## src/rtl/trap_entry_pkg.sv

```systemverilog
package trap_entry_pkg;

   typedef enum logic [1:0] {
      LVL_USER = 2'd0,
      LVL_SUP  = 2'd1,
      LVL_RSVD = 2'd2,
      LVL_MACH = 2'd3
   } lvl_e;

   typedef enum logic [2:0] {
      WS_STATUS = 3'd0,
      WS_PRIV   = 3'd1,
      WS_MCAUSE = 3'd2,
      WS_MEPC   = 3'd3,
      WS_MTVAL  = 3'd4,
      WS_SCAUSE = 3'd5,
      WS_SEPC   = 3'd6,
      WS_STVAL  = 3'd7
   } wsel_e;

   // bit positions inside the status word
   localparam int BP_SIE    = 1;
   localparam int BP_MIE    = 3;
   localparam int BP_SPIE   = 5;
   localparam int BP_MPIE   = 7;
   localparam int BP_SPP    = 8;
   localparam int BP_MPP_LO = 11;

   localparam int ENV_CALL_GENERIC = 8;
   localparam int ENV_CALL_USER    = 8;
   localparam int ENV_CALL_SUP     = 9;
   localparam int ENV_CALL_MACH    = 11;

   typedef struct packed {
      logic [1:0] mpp;
      logic       spp;
      logic       mpie;
      logic       spie;
      logic       mie;
      logic       sie;
   } ctx_bits_t;

endpackage

```

## src/rtl/trap_route.sv

```systemverilog
module trap_route
   import trap_entry_pkg::*;
#(
   parameter int CAUSE_W = 6,
   parameter int DELEG_W = 16
) (
   input  logic               is_async,
   input  logic [CAUSE_W-1:0] raw_cause,
   input  logic [1:0]         cur_lvl,
   input  logic [DELEG_W-1:0] irq_mask,
   input  logic [DELEG_W-1:0] exc_mask,
   output logic [CAUSE_W-1:0] eff_cause,
   output logic               to_sup
);

   logic [DELEG_W-1:0] mask_sel;
   logic [DELEG_W-1:0] mask_shift;
   logic               in_range;

   always_comb begin
      eff_cause = raw_cause;
      if (!is_async && (int'(raw_cause) == ENV_CALL_GENERIC)) begin
         case (cur_lvl)
            LVL_MACH: eff_cause = CAUSE_W'(ENV_CALL_MACH);
            LVL_SUP:  eff_cause = CAUSE_W'(ENV_CALL_SUP);
            default:  eff_cause = CAUSE_W'(ENV_CALL_USER);
         endcase
      end
   end

   assign mask_sel   = is_async ? irq_mask : exc_mask;
   assign mask_shift = mask_sel >> eff_cause;
   assign in_range   = int'(eff_cause) < DELEG_W;
   assign to_sup     = (cur_lvl != LVL_MACH) && in_range && mask_shift[0];

endmodule

```

## src/rtl/trap_vector.sv

```systemverilog
module trap_vector #(
   parameter int XLEN    = 32,
   parameter int CAUSE_W = 6,
   parameter bit VEC_EN  = 1'b1
) (
   input  logic [XLEN-1:0]    tvec,
   input  logic               is_async,
   input  logic [CAUSE_W-1:0] eff_cause,
   input  logic [XLEN-1:0]    fault_addr,
   output logic [XLEN-1:0]    tgt_pc,
   output logic [XLEN-1:0]    tval
);

   logic [XLEN-1:0] base;
   logic            addr_cause;

   assign base = {tvec[XLEN-1:2], 2'b00};

   generate
      if (VEC_EN) begin : g_vectored
         logic [XLEN-1:0] offs;
         assign offs   = (is_async && tvec[1:0] == 2'b01) ? (XLEN'(eff_cause) << 2) : '0;
         assign tgt_pc = base + offs;
      end else begin : g_direct
         logic unused_mode;
         assign unused_mode = ^tvec[1:0];
         assign tgt_pc      = base;
      end
   endgenerate

   always_comb begin
      case (int'(eff_cause))
         0, 1, 4, 5, 6, 7, 12, 13, 15: addr_cause = 1'b1;
         default:                      addr_cause = 1'b0;
      endcase
   end

   assign tval = (!is_async && addr_cause) ? fault_addr : '0;

endmodule

```

## src/rtl/trap_entry_unit.sv

```systemverilog
module trap_entry_unit
   import trap_entry_pkg::*;
#(
   parameter int XLEN    = 32,
   parameter int CAUSE_W = 6,
   parameter int DELEG_W = 16,
   parameter bit VEC_EN  = 1'b1
) (
   input  logic               clk,
   input  logic               rst_n,
   input  logic               trap_valid,
   input  logic               trap_async,
   input  logic [CAUSE_W-1:0] trap_cause,
   input  logic [XLEN-1:0]    trap_addr,
   input  logic [XLEN-1:0]    cur_pc,
   input  logic [XLEN-1:0]    m_tvec,
   input  logic [XLEN-1:0]    s_tvec,
   input  logic [DELEG_W-1:0] int_deleg,
   input  logic [DELEG_W-1:0] exc_deleg,
   input  logic               wr_en,
   input  logic [2:0]         wr_sel,
   input  logic [XLEN-1:0]    wr_data,
   output logic [1:0]         priv_o,
   output logic [XLEN-1:0]    status_o,
   output logic [XLEN-1:0]    m_cause_o,
   output logic [XLEN-1:0]    m_epc_o,
   output logic [XLEN-1:0]    m_tval_o,
   output logic [XLEN-1:0]    s_cause_o,
   output logic [XLEN-1:0]    s_epc_o,
   output logic [XLEN-1:0]    s_tval_o,
   output logic               redirect_valid,
   output logic [XLEN-1:0]    redirect_pc
);

   localparam int PAD_W = XLEN - 1 - CAUSE_W;

   generate
      if (XLEN < 16) begin : g_bad_xlen
         $error("XLEN must be at least 16");
      end
      if (PAD_W < 1) begin : g_bad_cause
         $error("CAUSE_W too wide for XLEN");
      end
      if (DELEG_W < 1 || DELEG_W > XLEN) begin : g_bad_deleg
         $error("DELEG_W out of range");
      end
   endgenerate

   lvl_e            lvl_q;
   ctx_bits_t       ctx_q;
   logic [XLEN-1:0] mcause_q, mepc_q, mtval_q;
   logic [XLEN-1:0] scause_q, sepc_q, stval_q;
   logic            rv_q;
   logic [XLEN-1:0] rpc_q;

   logic [CAUSE_W-1:0] eff_cause;
   logic               to_sup;
   logic [XLEN-1:0]    tvec_sel, tgt_pc, tval_val, cause_word;
   logic [1:0]         wr_lvl, wr_mpp;
   logic               unused_wr;

   trap_route #(.CAUSE_W(CAUSE_W), .DELEG_W(DELEG_W)) u_route (
      .is_async (trap_async),
      .raw_cause(trap_cause),
      .cur_lvl  (lvl_q),
      .irq_mask (int_deleg),
      .exc_mask (exc_deleg),
      .eff_cause(eff_cause),
      .to_sup   (to_sup)
   );

   assign tvec_sel = to_sup ? s_tvec : m_tvec;

   trap_vector #(.XLEN(XLEN), .CAUSE_W(CAUSE_W), .VEC_EN(VEC_EN)) u_vec (
      .tvec      (tvec_sel),
      .is_async  (trap_async),
      .eff_cause (eff_cause),
      .fault_addr(trap_addr),
      .tgt_pc    (tgt_pc),
      .tval      (tval_val)
   );

   assign cause_word = {trap_async, {PAD_W{1'b0}}, eff_cause};
   assign wr_lvl     = (wr_data[1:0] == 2'b10) ? 2'b00 : wr_data[1:0];
   assign wr_mpp     = (wr_data[BP_MPP_LO+1:BP_MPP_LO] == 2'b10) ? 2'b00
                                                                 : wr_data[BP_MPP_LO+1:BP_MPP_LO];
   assign unused_wr  = ^wr_data;

   always_ff @(posedge clk) begin
      if (!rst_n) begin
         lvl_q    <= LVL_MACH;
         ctx_q    <= '0;
         mcause_q <= '0;
         mepc_q   <= '0;
         mtval_q  <= '0;
         scause_q <= '0;
         sepc_q   <= '0;
         stval_q  <= '0;
         rv_q     <= 1'b0;
         rpc_q    <= '0;
      end else begin
         rv_q <= trap_valid;
         if (trap_valid) begin
            rpc_q <= tgt_pc;
            if (to_sup) begin
               ctx_q.spie <= ctx_q.sie;
               ctx_q.spp  <= (lvl_q == LVL_SUP);
               ctx_q.sie  <= 1'b0;
               lvl_q      <= LVL_SUP;
               scause_q   <= cause_word;
               sepc_q     <= cur_pc;
               stval_q    <= tval_val;
            end else begin
               ctx_q.mpie <= ctx_q.mie;
               ctx_q.mpp  <= lvl_q;
               ctx_q.mie  <= 1'b0;
               lvl_q      <= LVL_MACH;
               mcause_q   <= cause_word;
               mepc_q     <= cur_pc;
               mtval_q    <= tval_val;
            end
         end else if (wr_en) begin
            case (wsel_e'(wr_sel))
               WS_STATUS: begin
                  ctx_q.sie  <= wr_data[BP_SIE];
                  ctx_q.mie  <= wr_data[BP_MIE];
                  ctx_q.spie <= wr_data[BP_SPIE];
                  ctx_q.mpie <= wr_data[BP_MPIE];
                  ctx_q.spp  <= wr_data[BP_SPP];
                  ctx_q.mpp  <= wr_mpp;
               end
               WS_PRIV:   lvl_q    <= lvl_e'(wr_lvl);
               WS_MCAUSE: mcause_q <= wr_data;
               WS_MEPC:   mepc_q   <= wr_data;
               WS_MTVAL:  mtval_q  <= wr_data;
               WS_SCAUSE: scause_q <= wr_data;
               WS_SEPC:   sepc_q   <= wr_data;
               default:   stval_q  <= wr_data;
            endcase
         end
      end
   end

   always_comb begin
      status_o                            = '0;
      status_o[BP_SIE]                    = ctx_q.sie;
      status_o[BP_MIE]                    = ctx_q.mie;
      status_o[BP_SPIE]                   = ctx_q.spie;
      status_o[BP_MPIE]                   = ctx_q.mpie;
      status_o[BP_SPP]                    = ctx_q.spp;
      status_o[BP_MPP_LO+1:BP_MPP_LO]     = ctx_q.mpp;
   end

   assign priv_o         = lvl_q;
   assign m_cause_o      = mcause_q;
   assign m_epc_o        = mepc_q;
   assign m_tval_o       = mtval_q;
   assign s_cause_o      = scause_q;
   assign s_epc_o        = sepc_q;
   assign s_tval_o       = stval_q;
   assign redirect_valid = rv_q;
   assign redirect_pc    = rpc_q;

endmodule

```

## config.mk

```make
export PLATFORM = sky130hd
export DESIGN_NAME = trap_entry_unit
export DESIGN_NICKNAME = d
export VERILOG_FILES = /design/src/rtl/trap_entry_pkg.sv /design/src/rtl/trap_route.sv /design/src/rtl/trap_vector.sv /design/src/rtl/trap_entry_unit.sv
export SDC_FILE = /design/constraint.sdc
export NUM_CORES = 1
export LEC_CHECK = 0
export BUFFER_PORTS_ARGS = -buffer_cell sky130_fd_sc_hd__buf_2
export CORE_AREA = 5 5 179 181
export CTS_CLUSTER_DIAMETER = 30
export DETAILED_ROUTE_END_ITERATION = 8
export DIE_AREA = 0 0 184 186
export PLACE_DENSITY = 0.66
export SLEW_MARGIN = 0
export SYNTH_ARGS = -nofsm -noshare
export SYNTH_HDL_FRONTEND = slang
export SYNTH_SLANG_ARGS = --single-unit
export TNS_END_PERCENT = 100
```

## constraint.sdc

```tcl
create_clock -name clk -period 5.75 [get_ports clk]
set_input_delay 0.2875 -clock clk [delete_from_list [all_inputs] [get_ports clk]]
set_output_delay 0.2875 -clock clk [all_outputs]
set_load 0.02 [all_outputs]
```

Word-level counts from Yosys, hierarchy flattened:

Memories as Yosys holds them, arrays and structs flattened.
Index checks and enable logic that the tools add are counted.

* bits in registers: 234
* ROM bits: 16
* output and inout port bits: 259
* word-level logic and storage cells: 107
* memories: 1

Memories
* (name not given): words 16, width 1, read ports 1, clocked after Yosys merged registers in 0, wr ports 0, RTL line trap_vector.sv:32 `case (int'(eff_cause))`

* add/sub/neg operators: 1
* $lt $le $gt $ge: 1
* equality and inequality tests: 16
* shift operators: 1
* mux-type cells: 46
* reductions and logical operators: 26

Operators by type and width (count)
* 2-to-1 mux 32 bit: 26
* adder 32 bit: 1
* AND reduction 3 bit: 8
* 2-to-1 mux 7 bit: 3
* 2-to-1 mux 16 bit: 1
* nonzero test 2 bit: 8
* right shift 16 x 6 -> 1 bit: 1
* 2-to-1 mux 2 bit: 7
* == test 3 bit (second input constant): 3
* 2-to-1 mux 8 bit: 1
* OR reduction 7 bit: 1
* == test 2 bit (second input constant): 3
* == test 3 x 2 -> 1 bit (second input constant): 2
* == test 6 x 5 -> 1 bit (second input constant): 1
* less-than comparator 6 x 5 -> 1 bit (second input constant): 1
* 2-to-1 mux 1 bit: 6
* 2-to-1 mux 6 bit: 1
* logical AND 1 bit: 5
* == test 2 x 1 -> 1 bit (second input constant): 2
* inequality test 2 x 1 -> 1 bit (second input constant): 2
* inequality test 2 bit (second input constant): 2
* one-hot mux 2 bit (2 select lines): 1
* == test 3 x 1 -> 1 bit (second input constant): 1
* zero test 3 bit: 1
* other kinds (3): 3

Depth between registers and ports, before layout:

Gate-level depths: netlist of run 1.

* depth after elaboration: 11
* mapped depth: 23

By module:

From an unflattened synthesis of run 1, not the netlist that was laid out.

* cells, all modules: 1173
* area total of the unflattened synthesis: 11597.4 µm²

By module, submodules not included
* trap_entry_unit: times used 1, cells each 969, area each 10127.2 µm², sequential area each 4684.5 µm²
* trap_vector: times used 1, cells each 148, area each 1013.5 µm², sequential area each 0.0 µm²
* trap_route: times used 1, cells each 56, area each 456.7 µm², sequential area each 0.0 µm²

Worst setup path after synthesis of run 1:

No wires, ideal clock.

* path type: reg2reg
* start point: register lvl_q[0], in the netlist priv_o[0]
* end point: register rpc_q[17], in the netlist redirect_pc[17]
* data arrival time: 4.422 ns
* required time: 5.688 ns
* slack: 1.266 ns
* stages on the path, launching flop included: 22
* clock period less this slack: 4.484 ns
* cell sequence: dfxtp_1 nor2b_1 nand2_1 a221o_1 a32o_1 or3_1 buf_4 buf_6 buf_4 o21ai_1 and3_1 ha_1 a21o_1 a21oi_1 o21bai_1 a31o_2 clkbuf_1 clkbuf_1 nand2_1 mux2i_1 a211o_1 nand3_1

* longest elaborated chain between the ends: 11

Ends and longest elaborated chain
* start: declaration: RTL line trap_entry_unit.sv:49 `lvl_e lvl_q;`
* start signal: assignment: RTL line trap_entry_unit.sv:132 `WS_PRIV: lvl_q <= lvl_e'(wr_lvl);`
* == test 2 x 1 -> 1 bit / == test 2 bit (equally long branches): RTL line trap_route.sv:23 `case (cur_lvl)`
* one-hot mux 2 bit (2 select lines): RTL line trap_route.sv:23
* 2-to-1 mux 6 bit: RTL line trap_route.sv:22 `if (!is_async && (int'(raw_cause) == ENV_CALL_GENERIC)) begin`
* less-than comparator 6 x 5 -> 1 bit: RTL line trap_route.sv:33 `assign in_range = int'(eff_cause) < DELEG_W;`
* logical AND 1 bit (2 in a row): RTL line trap_route.sv:34 `assign to_sup = (cur_lvl != LVL_MACH) && in_range && mask_shift[0];`
* 2-to-1 mux 32 bit: RTL line trap_entry_unit.sv:72 `assign tvec_sel = to_sup ? s_tvec : m_tvec;`
* == test 2 x 1 -> 1 bit: RTL line trap_vector.sv:22 `assign offs = (is_async && tvec[1:0] == 2'b01) ? (XLEN'(eff_cause) << 2) : '0;`
* logical AND 1 bit: RTL line trap_vector.sv:22
* 2-to-1 mux 8 bit: RTL line trap_vector.sv:22
* adder 32 bit *: RTL line trap_vector.sv:23 `assign tgt_pc = base + offs;`
* end signal: assignment: RTL line trap_entry_unit.sv:104 `rpc_q <= tgt_pc;`
* end: declaration: RTL line trap_entry_unit.sv:54 `logic [XLEN-1:0] rpc_q;`

Mark *: on every way between the ends. The rest lies on a longest branch, timed or not.
A chain may end at the register's enable or synchronous reset.

Worst setup path in the final report of run 1:

* start point: register lvl_q[1], in the netlist priv_o[1]
* end point: register rpc_q[26], in the netlist redirect_pc[26]

Same word-level chain as after synthesis.

==> impl_results.html, run 1 <==
<table>
<tr><th>Metric</th><th>Value</th></tr>
<tr><th colspan="2">Run status</th></tr>
<tr><td>Result of the run</td><td>complete, no violations</td></tr>
<tr><th colspan="2">STA</th></tr>
<tr><td>Setup WS post-layout</td><td>~1.0 ns</td></tr>
<tr><td>Setup repair after global routing missed its margin</td><td>false</td></tr>
<tr><td>Time the final worst path needs with I/O delays and setup</td><td>about 4.7 ns</td></tr>
<tr><td>Maximum clock rate</td><td>approximately 210 MHz</td></tr>
<tr><td>Headroom to the max-slew limit</td><td>between 20% and 30%</td></tr>
<tr><td>Count of pins over their slew limit</td><td>0</td></tr>
<tr><td>Count of final setup violators</td><td>0</td></tr>
<tr><td>Slew at the pin closest to its max-slew limit</td><td>about 1.1 ns</td></tr>
<tr><td>Tightest hold margin</td><td>0.0733 ns</td></tr>
<tr><td>Share of the clock period used by the worst path after layout</td><td>between 80% and 90%</td></tr>
<tr><td>Setup Skew</td><td>between 0.02 and 0.025 ns</td></tr>
<tr><td>Sum of negative setup slack</td><td>0 ns</td></tr>
<tr><td>Hold Vio Cnt, Final</td><td>0</td></tr>
<tr><th colspan="2">Synthesis</th></tr>
<tr><td>Flop and latch count out of synthesis</td><td>roughly 230</td></tr>
<tr><td>Top FF cell, synth</td><td>sky130_fd_sc_hd__dfxtp_1</td></tr>
<tr><td>Synth area leader</td><td>sky130_fd_sc_hd__dfxtp_1</td></tr>
<tr><td>Netlist area before placement</td><td>around 11000 um2</td></tr>
<tr><td>Mean Syn Cell Area</td><td>slightly below 9 um2</td></tr>
<tr><td>Sequential area share after synthesis</td><td>between 40 and 50%</td></tr>
<tr><td>Area share of the largest cell type after synthesis</td><td>40.4%</td></tr>
<tr><td>Top cells by instance count after synthesis</td><td>236 x sky130_fd_sc_hd__nand2_1, 232 x sky130_fd_sc_hd__dfxtp_1, 146 x sky130_fd_sc_hd__o211a_1</td></tr>
<tr><td>Count of unique library cells instantiated by Yosys</td><td>63</td></tr>
<tr><td>Count of mapped cells out of synthesis</td><td>roughly 1300</td></tr>
<tr><td>Async SR Flop Fraction</td><td>0%</td></tr>
<tr><td>Number of synthesis warnings</td><td>0</td></tr>
<tr><td>EDFF count, synth</td><td>0</td></tr>
<tr><td>Most frequent cell after synthesis</td><td>sky130_fd_sc_hd__nand2_1</td></tr>
<tr><td>Area contributors post-synth</td><td>sky130_fd_sc_hd__dfxtp_1 40%, sky130_fd_sc_hd__o211a_1 13%, sky130_fd_sc_hd__nand2_1 7.7%</td></tr>
<tr><th colspan="2">Power</th></tr>
<tr><td>Power share of the sequential group</td><td>~29%</td></tr>
<tr><td>Switching portion of total power</td><td>between 20% and 30%</td></tr>
<tr><td>Reported net switching power</td><td>1.54 mW</td></tr>
<tr><td>Worst-case vdd ir drop</td><td>roughly 0.00025 V</td></tr>
<tr><td>Combinational power share</td><td>a little under an eighth</td></tr>
<tr><td>Internal power</td><td>~4.4 mW</td></tr>
<tr><td>Leakage Power</td><td>8.84 nW</td></tr>
<tr><td>Total power divided by cell area</td><td>between 300 and 400 nW/um2</td></tr>
<tr><td>Part of the power in the clock network</td><td>roughly three fifths</td></tr>
<tr><th colspan="2">Worst setup path</th></tr>
<tr><td>Worst-path fanout max</td><td>6</td></tr>
<tr><td>Slowest cell on crit path</td><td>sky130_fd_sc_hd__or3_2</td></tr>
<tr><td>Cells traversed along the worst timing path</td><td>a211oi_1, and4b_1, a41oi_1, a32o_1, or3_2, nand3b_1, o21ai_1, and3_1, ha_1, fa_1, a21o_1, a21oi_1, o21bai_1, a21oi_1, nor4b_1, xor2_1, mux2i_1, o21ai_0</td></tr>
<tr><td>Buf+Inv Stages, Crit Path</td><td>0</td></tr>
<tr><td>Max incr delay on CP</td><td>between 0.5 and 0.6 ns</td></tr>
<tr><td>Cell type with the highest occurrence count on the critical path</td><td>sky130_fd_sc_hd__a21oi_1</td></tr>
<tr><td>Start-to-end type of the worst setup path</td><td>flip-flop to flip-flop</td></tr>
<tr><td>Worst Setup Start Kind</td><td>flip-flop</td></tr>
<tr><td>Kind of end point of the critical path</td><td>flip-flop</td></tr>
<tr><td>Critical path data arrival time</td><td>between 5 and 6 ns</td></tr>
<tr><td>CP top delay family</td><td>compound AO/OA/AOI/OAI gates</td></tr>
<tr><td>Required time reported for the critical path endpoint</td><td>approximately 6 ns</td></tr>
<tr><th colspan="2">Finish</th></tr>
<tr><td>Area added between synthesis and finish</td><td>38.3%</td></tr>
<tr><td>Count of filler cells inserted in the layout</td><td>2853</td></tr>
<tr><td>Final #Nets</td><td>1941</td></tr>
<tr><td>Fraction of layout cells with a size suffix above 1</td><td>between 30% and 40%</td></tr>
<tr><td>Fin area</td><td>15900 um2</td></tr>
<tr><th colspan="2">Worst hold path</th></tr>
<tr><td>Worst hold path class</td><td>input port to flip-flop</td></tr>
<tr><th colspan="2">Clock network</th></tr>
<tr><td>Setup fix buffers added after clock tree synthesis</td><td>0</td></tr>
<tr><td>Reg clk slew, reported paths</td><td>~0.05 ns</td></tr>
<tr><td>Number of gates resized after CTS</td><td>0</td></tr>
<tr><td>TritonCTS clock tree</td><td>done</td></tr>
<tr><td>Clock insertion delay at the later pin of the skew report</td><td>between 0.5 and 0.6 ns</td></tr>
<tr><td>Number of sinks on the clock net</td><td>232</td></tr>
<tr><td>TritonCTS buffer count</td><td>60</td></tr>
<tr><td>Clock root buffer</td><td>sky130_fd_sc_hd__clkbuf_16</td></tr>
<tr><td>H-tree depth</td><td>2</td></tr>
<tr><td>Number of buffers added to fix hold violations after cts</td><td>0</td></tr>
<tr><td>Deepest clock path buffer count</td><td>3</td></tr>
<tr><th colspan="2">Global route</th></tr>
<tr><td>Total GRT Usage</td><td>roughly 25%</td></tr>
<tr><td>Total congestion overflow</td><td>0</td></tr>
<tr><td>Maximum number of pins on one net before global-route repair</td><td>86</td></tr>
<tr><td>Antenna violations before repair</td><td>7</td></tr>
<tr><td>Wire length of the first global-routing pass</td><td>67700 um</td></tr>
<tr><td>Via count of the first global-routing pass</td><td>11694</td></tr>
<tr><th colspan="2">Drt</th></tr>
<tr><td>Total met3 wirelength after detailed routing</td><td>between 3000 and 4000 um</td></tr>
<tr><td>Highest signal layer in the routed design</td><td>met5</td></tr>
<tr><td>DRT Wirelength</td><td>about 46000 um</td></tr>
<tr><td>First-pass DRT Iterations</td><td>7</td></tr>
<tr><td>Post-route DRC</td><td>0</td></tr>
<tr><td>Post-DR vias/cell</td><td>5.43</td></tr>
<tr><td>Routed vias</td><td>roughly 12000</td></tr>
<tr><td>Drt initial violations</td><td>about 600</td></tr>
<tr><td>Average wire per cell in the routed design</td><td>between 20 and 25 um</td></tr>
<tr><td>Remaining number of nets flagged by the antenna check after routing</td><td>0</td></tr>
<tr><td>M1 wire length</td><td>between 15000 and 20000 um</td></tr>
<tr><td>Met2 Wirelength</td><td>approximately 23000 um</td></tr>
<tr><th colspan="2">Floorplan</th></tr>
<tr><td>Core Region</td><td>roughly 30000 um2</td></tr>
<tr><td>Die boundary height</td><td>186 um</td></tr>
<tr><td>Initial standard-cell utilization of the core</td><td>between 30 and 40%</td></tr>
<tr><td>Number of primary I/O pins</td><td>approximately 470</td></tr>
<tr><td>Total Die Area</td><td>approximately 34000 um2</td></tr>
<tr><td>Width of the chip</td><td>roughly 180 um</td></tr>
<tr><td>Number of core rows</td><td>64</td></tr>
<tr><th colspan="2">Placed design</th></tr>
<tr><td>DP Wirelength</td><td>33200 um</td></tr>
<tr><td>Placement Setup Slack</td><td>roughly 0.7 ns</td></tr>
<tr><td>Placed cell area</td><td>~14000 um2</td></tr>
<tr><td>PortBufs</td><td>437</td></tr>
<tr><td>Routability Congestion</td><td>just over 0.9</td></tr>
<tr><th colspan="2">Job</th></tr>
<tr><td># Max-Cap Violations</td><td>0</td></tr>
</table>
==> cell families after synthesis <==
| logic type | Yosys count | synth area share, % |
|---|---|---|
| DFF | 232 | 40.4 |
| AOI/OAI and AO/OA | 379 | 24.9 |
| other | 1 | 0.0327 |
| buffers and inverters | 142 | 6.02 |
| and+or+nand+nor | 493 | 21.0 |
| muxes | 52 | 5.43 |
| adders and majority gates | 7 | 0.828 |
| xor gates and xnor gates | 18 | 1.37 |
==> layer usage <==
metal	GRT usage, %	vias to the layer above
met5	0	-
met4	11.2	6
met3	6.82	113
met1	28.3	5612
met2	44.1	542
li1	-	5533
==> through the flow <==
stage	util [%]	cells	power, mW
finish	52.5	2173	5.97
global placement	45.4	2062	2.49
global route	52.5	2173	6.17
floorplan	-	1350	2.22
detailed placement	45.4	2062	2.50
CTS	52.5	2171	6.02
==> registers in the layout (all words and copies together), names as in the netlist <==
signal          flops
m_cause_o          32
s_epc_o            32
redirect_valid      1
priv_o              2
m_epc_o            32
m_tval_o           32
s_cause_o          32
s_tval_o           32
redirect_pc        30
status_o            7
==> power groups by stage <==
stage               Combinational, mW  Clock [mW]  Sequential, mW
floorplan                       0.334           0            1.88
global placement                0.714           0            1.78
detailed placement              0.720           0            1.78
CTS                             0.724        3.54            1.75
global route                    0.777        3.64            1.76
finish                          0.720        3.50            1.75
==> final timing paths <==
kind,startpoint,end,slack [ns],cells after the start
worst min-delay path,cur_pc[20],m_epc_o[20],0.07,4
worst max-delay path,priv_o[1],redirect_pc[26],1.03,18
worst max register to register,priv_o[1],redirect_pc[26],1.03,18
worst min register to register,redirect_pc[15],redirect_pc[15],0.46,2
==> cell type report <==
cell class,count,area [um2],share of cell area (%)
Tap cell,396,495,3.12
Inverter,7,26.3,0.165
Sequential cell,232,4640,29.2
Antenna cell,2,5.00,0.0315
Clock buffer,76,1640,10.3
Multi-Input combinational cell,976,6290,39.6
Timing Repair Buffer,451,2300,14.5
Clock inverter,33,479,3.02
==> worst reg2reg max path, stage by stage, from the launching register on <==
cell	delay [ns]
sky130_fd_sc_hd__dfxtp_1	0.37
sky130_fd_sc_hd__a211oi_1	0.45
sky130_fd_sc_hd__and4b_1	0.26
sky130_fd_sc_hd__a41oi_1	0.05
sky130_fd_sc_hd__a32o_1	0.34
sky130_fd_sc_hd__or3_2	0.51
sky130_fd_sc_hd__nand3b_1	0.12
sky130_fd_sc_hd__o21ai_1	0.13
sky130_fd_sc_hd__and3_1	0.22
sky130_fd_sc_hd__ha_1	0.20
sky130_fd_sc_hd__fa_1	0.41
sky130_fd_sc_hd__a21o_1	0.17
sky130_fd_sc_hd__a21oi_1	0.22
sky130_fd_sc_hd__o21bai_1	0.12
sky130_fd_sc_hd__a21oi_1	0.45
sky130_fd_sc_hd__nor4b_1	0.14
sky130_fd_sc_hd__xor2_1	0.17
sky130_fd_sc_hd__mux2i_1	0.16
sky130_fd_sc_hd__o21ai_0	0.08
==> layout by cell type, fill, tap and decap left out, types with 11 or more instances in the layout <==
cell type                   synthesis  final
sky130_fd_sc_hd__a21oi_1          135    134
sky130_fd_sc_hd__a31oi_1           32     32
sky130_fd_sc_hd__and3_1            38     38
sky130_fd_sc_hd__buf_2             19    435
sky130_fd_sc_hd__buf_4             30     15
sky130_fd_sc_hd__bufinv_16          0     11
sky130_fd_sc_hd__clkbuf_16          0     60
sky130_fd_sc_hd__clkinv_2           0     16
sky130_fd_sc_hd__conb_1             1     27
sky130_fd_sc_hd__dfxtp_1          232    232
sky130_fd_sc_hd__mux2i_1           36     36
sky130_fd_sc_hd__nand2_1          236    235
sky130_fd_sc_hd__nand3_1           48     48
sky130_fd_sc_hd__nand4_1           19     19
sky130_fd_sc_hd__nor2_1            22     22
sky130_fd_sc_hd__nor2b_1           96     96
sky130_fd_sc_hd__o211a_1          146    146
sky130_fd_sc_hd__o21ai_0           12     12
sky130_fd_sc_hd__xnor2_1           15     15
Power figures use the tool's default switching activity.
==> inputs of run 2 (changes only) <==
==> constraint.sdc (replaced) <==
create_clock -name clk -period 4.9 [get_ports clk]
set_input_delay 0.245 -clock clk [delete_from_list [all_inputs] [get_ports clk]]
set_output_delay 0.245 -clock clk [all_outputs]
set_load 0.02 [all_outputs]
==> run 2 against run 1 <==
Against the previous run: global-route usage down 0.60 points; cell area down 0.58%; combinational power rose by 17%; first-iteration DRC count is 3.6% higher; clock skew shrank 0.0048 ns; non-clock buffer count rose by 3; power increased by 13%; critical path depth stayed put; die area unchanged; setup slack worse by 0.79 ns; critical path type unchanged; critical endpoint is now redirect_pc[20]; largest cell class unchanged.
==> impl_results.html, run 2 (same netlist as run 1, synthesis figures left out) <==
<table>
<tr><th>Metric</th><th>Value</th></tr>
<tr><th colspan="2">Worst setup path</th></tr>
<tr><td>Kind of end point of the critical path</td><td>flip-flop</td></tr>
<tr><td>Critical path data arrival time</td><td>5.03 ns (-0.09 ns)</td></tr>
<tr><td>Buf+Inv Stages, Crit Path</td><td>0 (unchanged)</td></tr>
<tr><td>Required time reported for the critical path endpoint</td><td>5.27 ns (-0.88 ns)</td></tr>
<tr><td>CP top delay family</td><td>compound AO/OA/AOI/OAI gates</td></tr>
<tr><td>Reg2Reg Depth</td><td>18 (unchanged)</td></tr>
<tr><td>Worst-path fanout max</td><td>15 (+9)</td></tr>
<tr><td>Startpoint of the lowest-slack register-to-register path</td><td>priv_o[0]</td></tr>
<tr><td>Max incr delay on CP</td><td>0.55 ns (+0.04 ns)</td></tr>
<tr><td>Cell type with the highest occurrence count on the critical path</td><td>sky130_fd_sc_hd__o21ai_1</td></tr>
<tr><td>Worst Setup Start Kind</td><td>flip-flop</td></tr>
<tr><td>Slowest cell on crit path</td><td>sky130_fd_sc_hd__or3_2</td></tr>
<tr><td>Start-to-end type of the worst setup path</td><td>flip-flop to flip-flop</td></tr>
<tr><td>Reg2Reg Capture Point</td><td>redirect_pc[20]</td></tr>
<tr><td>Cells traversed along the worst timing path</td><td>a211oi_2, and4b_1, a41oi_1, a32o_1, or3_2, nand3b_1, o21ai_1, and3_1, ha_1, fa_1, a21o_1, a21oi_1, o21bai_1, a21o_2, nand2_1, mux2i_1, xnor2_1, o21ai_1</td></tr>
<tr><td>Register-to-register setup slack</td><td>0.24 ns (-0.79 ns)</td></tr>
<tr><th colspan="2">Clock network</th></tr>
<tr><td>Setup fix buffers added after clock tree synthesis</td><td>0 (unchanged)</td></tr>
<tr><td>TritonCTS clock tree</td><td>done</td></tr>
<tr><td>Number of gates resized after CTS</td><td>0 (unchanged)</td></tr>
<tr><td>Clock insertion delay at the later pin of the skew report</td><td>0.54 ns (-0.03 ns)</td></tr>
<tr><td>Number of sinks on the clock net</td><td>232 (unchanged)</td></tr>
<tr><td>H-tree depth</td><td>2 (unchanged)</td></tr>
<tr><td>Reg clk slew, reported paths</td><td>0.05 ns (about the same)</td></tr>
<tr><td>TritonCTS buffer count</td><td>54 (-10%)</td></tr>
<tr><td>Deepest clock path buffer count</td><td>3 (unchanged)</td></tr>
<tr><td>Clock root buffer</td><td>sky130_fd_sc_hd__clkbuf_16</td></tr>
<tr><td>Number of buffers added to fix hold violations after cts</td><td>0 (unchanged)</td></tr>
<tr><th colspan="2">Power</th></tr>
<tr><td>Leakage Power</td><td>8.78 nW (-0.74%)</td></tr>
<tr><td>Worst-case vdd ir drop</td><td>0.000300 V (+19%)</td></tr>
<tr><td>Total power divided by cell area</td><td>426 nW/um2 (+13%)</td></tr>
<tr><th colspan="2">STA</th></tr>
<tr><td>Count of pins over their slew limit</td><td>0 (unchanged)</td></tr>
<tr><td>Slew at the pin closest to its max-slew limit</td><td>1.11 ns (-0.0231 ns)</td></tr>
<tr><td>Count of final setup violators</td><td>0 (unchanged)</td></tr>
<tr><td>Share of the clock period used by the worst path after layout</td><td>95.1% (+13 points)</td></tr>
<tr><td>Hold Vio Cnt, Final</td><td>0 (unchanged)</td></tr>
<tr><td>Tightest hold margin</td><td>0.0610 ns (-0.0123 ns)</td></tr>
<tr><td>Maximum clock rate</td><td>215 MHz (+1.2%)</td></tr>
<tr><td>Time the final worst path needs with I/O delays and setup</td><td>4.66 ns (-0.0575 ns)</td></tr>
<tr><td>Setup Skew</td><td>0.0168 ns (-0.00480 ns)</td></tr>
<tr><td>Headroom to the max-slew limit</td><td>26.1% (+1.5 points)</td></tr>
<tr><td>Setup repair after global routing missed its margin</td><td>true</td></tr>
<tr><th colspan="2">Global route</th></tr>
<tr><td>Via count of the first global-routing pass</td><td>11274 (-3.6%)</td></tr>
<tr><td>Total GRT Usage</td><td>24.4% (-0.60 points)</td></tr>
<tr><td>Grt met2 use</td><td>43.9% (-0.18 points)</td></tr>
<tr><td>Total congestion overflow</td><td>0 (unchanged)</td></tr>
<tr><td>Wire length of the first global-routing pass</td><td>65700 um (-3.0%)</td></tr>
<tr><td>Busiest metal layer after global routing</td><td>met2</td></tr>
<tr><td>Maximum number of pins on one net before global-route repair</td><td>105 (+22%)</td></tr>
<tr><td>Met3 track demand over resource in global routing</td><td>7.33% (+0.51 points)</td></tr>
<tr><td>Antenna violations before repair</td><td>6 (-1)</td></tr>
<tr><td>M1 GR Usage</td><td>27.1% (-1.3 points)</td></tr>
<tr><th colspan="2">Drt</th></tr>
<tr><td>First-pass DRT Iterations</td><td>6 (-1)</td></tr>
<tr><td>Post-route DRC</td><td>0 (unchanged)</td></tr>
<tr><td>Drt initial violations</td><td>633 (+3.6%)</td></tr>
<tr><td>Post-DR vias/cell</td><td>5.41 (-0.46%)</td></tr>
<tr><td>Average wire per cell in the routed design</td><td>20.7 um (-1.8%)</td></tr>
<tr><td>DRT Wirelength</td><td>44900 um (-2.0%)</td></tr>
<tr><td>Routed vias</td><td>11730 (-0.64%)</td></tr>
<tr><td>Remaining number of nets flagged by the antenna check after routing</td><td>0 (unchanged)</td></tr>
<tr><th colspan="2">Floorplan</th></tr>
<tr><td>Core Region</td><td>30300 um2 (unchanged)</td></tr>
<tr><td>Initial standard-cell utilization of the core</td><td>37.9% (unchanged)</td></tr>
<tr><td>Die boundary height</td><td>186 um (unchanged)</td></tr>
<tr><td>Number of primary I/O pins</td><td>465 (unchanged)</td></tr>
<tr><td>Number of core rows</td><td>64 (unchanged)</td></tr>
<tr><td>Width of the chip</td><td>184 um (unchanged)</td></tr>
<tr><td>Total Die Area</td><td>34200 um2 (unchanged)</td></tr>
<tr><th colspan="2">Placed design</th></tr>
<tr><td>DP Wirelength</td><td>33000 um (-0.70%)</td></tr>
<tr><td>Placed Cells incl. Taps</td><td>2065 (+0.15%)</td></tr>
<tr><td>PortBufs</td><td>437 (unchanged)</td></tr>
<tr><td>Routability Congestion</td><td>0.927 (-0.53%)</td></tr>
<tr><th colspan="2">Finish</th></tr>
<tr><td>Commonest non-fill, non-tap cells in the layout</td><td>435 x sky130_fd_sc_hd__buf_2, 235 x sky130_fd_sc_hd__nand2_1, 232 x sky130_fd_sc_hd__dfxtp_1</td></tr>
<tr><td>Fraction of layout cells with a size suffix above 1</td><td>33.0% (+0.34 points)</td></tr>
<tr><td>Count of filler cells inserted in the layout</td><td>2905 (+1.8%)</td></tr>
<tr><td>Most common library cell in the layout ignoring fill and taps</td><td>sky130_fd_sc_hd__buf_2</td></tr>
<tr><td>Final #Nets</td><td>1938 (-0.15%)</td></tr>
<tr><td>Non-Filler Instances</td><td>2169 (-0.18%)</td></tr>
<tr><td>Area added between synthesis and finish</td><td>37.5%</td></tr>
<tr><th colspan="2">Worst hold path</th></tr>
<tr><td>Depth of the worst hold-timing path</td><td>4 (unchanged)</td></tr>
<tr><td>Origin of the worst min-delay path</td><td>cur_pc[30]</td></tr>
<tr><td>Min-Delay Endpoint</td><td>m_epc_o[30]</td></tr>
<tr><td>Worst hold path class</td><td>input port to flip-flop</td></tr>
<tr><th colspan="2">Job</th></tr>
<tr><td># Max-Cap Violations</td><td>0 (unchanged)</td></tr>
<tr><th colspan="2">Run status</th></tr>
<tr><td>Result of the run</td><td>complete, no violations</td></tr>
</table>
## run 2: cell count changes in the layout (fill, tap and decap cells not counted), sizes merged
| cell | delta |
|---|---|
| bufinv | -1 |
| diode | +2 |
| buf | +3 |
| clkinvlp | +5 |
| clkbuf | -10 |
| inv | -2 |
| clkinv | -1 |
## run 2: worst register-to-register path, cell delays in order, from the launching register on
cell	delay (ns)
sky130_fd_sc_hd__dfxtp_1	0.34
sky130_fd_sc_hd__a211oi_2	0.37
sky130_fd_sc_hd__and4b_1	0.26
sky130_fd_sc_hd__a41oi_1	0.05
sky130_fd_sc_hd__a32o_1	0.33
sky130_fd_sc_hd__or3_2	0.55
sky130_fd_sc_hd__nand3b_1	0.13
sky130_fd_sc_hd__o21ai_1	0.17
sky130_fd_sc_hd__and3_1	0.25
sky130_fd_sc_hd__ha_1	0.21
sky130_fd_sc_hd__fa_1	0.40
sky130_fd_sc_hd__a21o_1	0.17
sky130_fd_sc_hd__a21oi_1	0.21
sky130_fd_sc_hd__o21bai_1	0.13
sky130_fd_sc_hd__a21o_2	0.34
sky130_fd_sc_hd__nand2_1	0.12
sky130_fd_sc_hd__mux2i_1	0.12
sky130_fd_sc_hd__xnor2_1	0.26
sky130_fd_sc_hd__o21ai_1	0.09
## run 2: worst max path at each step
stage	start	to	slack, ns	cells after the start
6_report	priv_o[0]	redirect_pc[20]	0.24	18
2_1_floorplan	priv_o[0]	redirect_pc[17]	0.42	21
3_5_place_dp	trap_cause[4]	redirect_pc[28]	0.07	19
5_1_grt	priv_o[0]	redirect_pc[20]	-0.08	18
3_3_place_gp	trap_cause[2]	redirect_pc[30]	0.18	19
4_1_cts	priv_o[0]	redirect_pc[20]	0.07	18
## run 2: cell type report
class                   count  area [um2]  share of cell area [%]
inverters                   7        26.3                   0.166
flip-flops and latches    232        4640                    29.4
well taps                 396         495                    3.14
clock buffers              66        1510                    9.55
clock inverters            34         475                    3.01
diodes                      4        10.0                  0.0634
repair buffers            454        2320                    14.7
multi-input cells         976        6310                    39.9
## run 2: report_power, final
part	switching [mW]	internal [mW]
clock network	1.13	2.70
registers	0.0584	2.00
logic	0.543	0.302
total	1.73	5.00
## run 2: layer usage
layer | part of all wire [%] | wire length [um] | up-vias
li1 | - | - | 5537
met1 | 37 | 16500 | 5536
met5 | 0.076 | 34 | -
met2 | 50 | 22500 | 551
met4 | 3.9 | 1740 | 6
met3 | 9.3 | 4170 | 100
## run 2: through the flow
step	setup TNS [ns]	util [%]	total power, mW	cell area [um2]	setup slack [ns]
after floorplan	0	-	2.60	11600	0.416
after global routing	-0.0766	52.2	6.98	15800	-0.0766
final	0	52.2	6.73	15800	0.241
after CTS	0	52.1	6.78	15800	0.0693
after detailed placement	0	45.5	2.93	13800	0.0736
after global placement	0	45.5	2.92	13800	0.180
==> inputs of run 3 (changes only) <==
--- a/config.mk
+++ b/config.mk
@@ -6,11 +6,12 @@
 export NUM_CORES = 1
 export LEC_CHECK = 0
 export BUFFER_PORTS_ARGS = -buffer_cell sky130_fd_sc_hd__buf_2
-export CORE_AREA = 5 5 179 181
+export CORE_AREA = 5 5 177 179
+export CTS_BUF_LIST = sky130_fd_sc_hd__clkbuf_2
 export CTS_CLUSTER_DIAMETER = 30
 export DETAILED_ROUTE_END_ITERATION = 8
-export DIE_AREA = 0 0 184 186
-export PLACE_DENSITY = 0.66
+export DIE_AREA = 0 0 182 184
+export PLACE_DENSITY = 0.67
 export SLEW_MARGIN = 0
 export SYNTH_ARGS = -nofsm -noshare
 export SYNTH_HDL_FRONTEND = slang
==> run 3 against run 2 <==
Against the previous run: utilization rose by 2.9 points; clock power fell by 61%; sequential share of layout area fell by 0.69 points; first-iteration DRC count rose by 9.0%; routed wire length rose by 5.9%; die area fell by 2.2%; largest power group is now registers.
==> impl_results.html, run 3 (same netlist as run 1, synthesis figures left out) <==
<table>
<tr><th>Metric</th><th>Value</th></tr>
<tr><th colspan="2">Run status</th></tr>
<tr><td>Result of the run</td><td>complete, no violations</td></tr>
<tr><th colspan="2">Floorplan</th></tr>
<tr><td>Number of primary I/O pins</td><td>465 (unchanged)</td></tr>
<tr><td>Die boundary height</td><td>184 um (-1.1%)</td></tr>
<tr><td>Core Region</td><td>29400 um2 (-2.9%)</td></tr>
<tr><td>Initial standard-cell utilization of the core</td><td>39.1% (+1.1 points)</td></tr>
<tr><td>Total Die Area</td><td>33500 um2 (-2.2%)</td></tr>
<tr><td>Width of the chip</td><td>182 um (-1.1%)</td></tr>
<tr><td>Number of core rows</td><td>63 (-1.6%)</td></tr>
<tr><th colspan="2">Worst setup path</th></tr>
<tr><td>Start-to-end type of the worst setup path</td><td>input port to flip-flop</td></tr>
<tr><td>Reg2Reg Depth</td><td>18 (unchanged)</td></tr>
<tr><td>Reg2Reg Capture Point</td><td>redirect_pc[11]</td></tr>
<tr><td>Startpoint of the lowest-slack register-to-register path</td><td>priv_o[0]</td></tr>
<tr><td>Required time reported for the critical path endpoint</td><td>5.57 ns (+0.30 ns)</td></tr>
<tr><td>Critical path data arrival time</td><td>5.37 ns (+0.34 ns)</td></tr>
<tr><td>Worst Setup Start Kind</td><td>input port</td></tr>
<tr><td>Register-to-register setup slack</td><td>0.25 ns (about the same)</td></tr>
<tr><td>Worst-path fanout max</td><td>12 (-3)</td></tr>
<tr><td>Kind of end point of the critical path</td><td>flip-flop</td></tr>
<tr><th colspan="2">Finish</th></tr>
<tr><td>Non-Filler Instances</td><td>2353 (+8.5%)</td></tr>
<tr><td>Layout Utilization</td><td>55.0% (+2.9 points)</td></tr>
<tr><td>Count of filler cells inserted in the layout</td><td>2731 (-6.0%)</td></tr>
<tr><td>Area added between synthesis and finish</td><td>40.9%</td></tr>
<tr><td>Most common library cell in the layout ignoring fill and taps</td><td>sky130_fd_sc_hd__buf_2</td></tr>
<tr><td>Commonest non-fill, non-tap cells in the layout</td><td>435 x sky130_fd_sc_hd__buf_2, 235 x sky130_fd_sc_hd__nand2_1, 230 x sky130_fd_sc_hd__dfxtp_1</td></tr>
<tr><td>Fin area</td><td>16200 um2 (+2.5%)</td></tr>
<tr><td>Final #Nets</td><td>2122 (+9.5%)</td></tr>
<tr><td>Area of the multi-input gates</td><td>6330 um2 (+0.46%)</td></tr>
<tr><td>FF/Latch Area</td><td>4650 um2 (about the same)</td></tr>
<tr><td>Fraction of layout cells with a size suffix above 1</td><td>30.2% (-2.7 points)</td></tr>
<tr><th colspan="2">Global route</th></tr>
<tr><td>Maximum number of pins on one net before global-route repair</td><td>103 (-1.9%)</td></tr>
<tr><td>Via count of the first global-routing pass</td><td>12923 (+15%)</td></tr>
<tr><td>Antenna violations before repair</td><td>5 (-1)</td></tr>
<tr><td>Wire length of the first global-routing pass</td><td>72200 um (+9.8%)</td></tr>
<tr><td>Total congestion overflow</td><td>0 (unchanged)</td></tr>
<tr><td>Total GRT Usage</td><td>26.9% (+2.4 points)</td></tr>
<tr><th colspan="2">Clock network</th></tr>
<tr><td>Clock root buffer</td><td>sky130_fd_sc_hd__clkbuf_2</td></tr>
<tr><td>TritonCTS buffer count</td><td>69 (+28%)</td></tr>
<tr><td>TritonCTS clock tree</td><td>done</td></tr>
<tr><td>Number of sinks on the clock net</td><td>232 (unchanged)</td></tr>
<tr><td>Clock insertion delay at the later pin of the skew report</td><td>0.85 ns (+0.31 ns)</td></tr>
<tr><td>Reg clk slew, reported paths</td><td>0.09 ns (+0.04 ns)</td></tr>
<tr><td>H-tree depth</td><td>3 (+1)</td></tr>
<tr><td>Deepest clock path buffer count</td><td>3 (unchanged)</td></tr>
<tr><th colspan="2">Placed design</th></tr>
<tr><td>Routability Congestion</td><td>0.938 (+1.2%)</td></tr>
<tr><td>DP Wirelength</td><td>33100 um (+0.44%)</td></tr>
<tr><td>PortBufs</td><td>437 (unchanged)</td></tr>
<tr><td>Placed cell area</td><td>13800 um2 (about the same)</td></tr>
<tr><td>Placed Cells incl. Taps</td><td>2059 (-0.29%)</td></tr>
<tr><th colspan="2">STA</th></tr>
<tr><td>Slew at the pin closest to its max-slew limit</td><td>1.10 ns (-0.00858 ns)</td></tr>
<tr><td>Hold Vio Cnt, Final</td><td>0 (unchanged)</td></tr>
<tr><td>Tightest hold margin</td><td>0.0953 ns (+0.0344 ns)</td></tr>
<tr><td>Time the final worst path needs with I/O delays and setup</td><td>4.70 ns (+0.0366 ns)</td></tr>
<tr><td>Headroom to the max-slew limit</td><td>26.7% (+0.57 points)</td></tr>
<tr><td>Count of final setup violators</td><td>0 (unchanged)</td></tr>
<tr><td>Share of the clock period used by the worst path after layout</td><td>95.8% (+0.75 points)</td></tr>
<tr><td>Count of pins over their slew limit</td><td>0 (unchanged)</td></tr>
<tr><td>Maximum clock rate</td><td>213 MHz (-0.78%)</td></tr>
<tr><td>Setup Skew</td><td>0.104 ns (+0.0873 ns)</td></tr>
<tr><th colspan="2">Drt</th></tr>
<tr><td>First-pass DRT Iterations</td><td>5 (-1)</td></tr>
<tr><td>Remaining number of nets flagged by the antenna check after routing</td><td>0 (unchanged)</td></tr>
<tr><td>DRT Wirelength</td><td>47600 um (+5.9%)</td></tr>
<tr><td>Post-DR vias/cell</td><td>5.39 (-0.26%)</td></tr>
<tr><td>Post-route DRC</td><td>0 (unchanged)</td></tr>
<tr><td>Routed vias</td><td>12692 (+8.2%)</td></tr>
<tr><td>Drt initial violations</td><td>690 (+9.0%)</td></tr>
<tr><td>Average wire per cell in the routed design</td><td>20.2 um (-2.3%)</td></tr>
<tr><th colspan="2">Worst hold path</th></tr>
<tr><td>Origin of the worst min-delay path</td><td>trap_cause[2]</td></tr>
<tr><td>Worst hold path class</td><td>input port to flip-flop</td></tr>
<tr><td>Min-Delay Endpoint</td><td>s_cause_o[2]</td></tr>
<tr><td>Depth of the worst hold-timing path</td><td>4 (unchanged)</td></tr>
<tr><th colspan="2">Power</th></tr>
<tr><td>Worst-case vdd ir drop</td><td>0.000190 V (-37%)</td></tr>
<tr><td>Leakage Power</td><td>8.99 nW (+2.4%)</td></tr>
<tr><td>Post-layout total power</td><td>4.52 mW (-33%)</td></tr>
<tr><td>Total power divided by cell area</td><td>280 nW/um2 (-34%)</td></tr>
<tr><th colspan="2">Job</th></tr>
<tr><td># Max-Cap Violations</td><td>0 (unchanged)</td></tr>
</table>
[run 3: cell count changes in the layout (fill, tap and decap cells not counted), sizes merged]
| cell | previous run | this run |
|---|---|---|
| dlygate4sd3 | 0 | 167 |
| clkbuf | 66 | 93 |
| bufinv | 10 | 2 |
| clkinvlp | 7 | 1 |
| clkinv | 17 | 22 |
| buf | 454 | 456 |
| inv | 7 | 9 |
| diode | 4 | 5 |
[run 3: worst max-delay path by stage]
stage / from / endpoint / slack, ns / cells past startpoint
finish: trap_cause[5] / redirect_pc[11] / 0.20 / 20
global route: priv_o[0] / redirect_pc[11] / -0.01 / 18
CTS: priv_o[0] / redirect_pc[11] / 0.02 / 17
detailed placement: trap_cause[3] / redirect_pc[22] / 0.21 / 19
global placement: trap_cause[4] / redirect_pc[30] / 0.29 / 19
floorplan: priv_o[0] / redirect_pc[17] / 0.42 / 21
[run 3: layout make-up]
class                           instances  share of cell area (%)
Antenna cell                            5                  0.0773
Clock buffer                           93                    2.88
Clock inverter                         27                    1.09
Inverter                                7                   0.162
Multi-Input combinational cell        976                    39.2
Sequential cell                       232                    28.7
Tap cell                              390                    3.02
Timing Repair Buffer                  623                    24.9
[run 3: per-stage QoR]
step                worst slack [ns]  TNS [ns]
floorplan                      0.416         0
global placement               0.287         0
detailed placement             0.208         0
CTS                           0.0160         0
global route                 -0.0132   -0.0237
finish                         0.204         0
[run 3: where the power goes]
part | total, mW | internal [mW] | switching (mW) | leakage (nW)
combinational | 0.969 | 0.395 | 0.574 | 6.63
clock | 1.51 | 0.631 | 0.879 | 0.470
sequential | 2.05 | 1.99 | 0.0578 | 1.90
[run 3: metal layers]
metal / track usage (%) / part of all wire, %
met3: 7.78 / 8.4
met1: 29.2 / 37
met4: 15.0 / 5.3
met2: 47.0 / 49
met5: 0 / 0
[run 3: worst max-delay path, stage by stage]
cell and delay (ns):
sky130_fd_sc_hd__dlygate4sd3_1 0.57, sky130_fd_sc_hd__buf_2 0.19, sky130_fd_sc_hd__nor4b_4 0.38, sky130_fd_sc_hd__nand2_1 0.14, sky130_fd_sc_hd__a221o_1 0.33, sky130_fd_sc_hd__a32o_1 0.25, sky130_fd_sc_hd__or3_2 0.54, sky130_fd_sc_hd__nand3b_1 0.18
sky130_fd_sc_hd__o21ai_4 0.09, sky130_fd_sc_hd__and3_1 0.22, sky130_fd_sc_hd__ha_1 0.28, sky130_fd_sc_hd__a21o_1 0.18, sky130_fd_sc_hd__a21oi_1 0.23, sky130_fd_sc_hd__o21bai_1 0.14, sky130_fd_sc_hd__a31o_4 0.31, sky130_fd_sc_hd__nand4_1 0.12
sky130_fd_sc_hd__xnor2_1 0.06, sky130_fd_sc_hd__dlygate4sd3_1 0.56, sky130_fd_sc_hd__mux2i_1 0.21, sky130_fd_sc_hd__o21ai_0 0.10
[run 3: repair_timing]
item                                    CTS  global route
endpoints found under the setup margin    0            15
hold buffers                            167             0
resized for setup                         0            11
setup buffers                             0             2
hold endpoints to repair                203             0
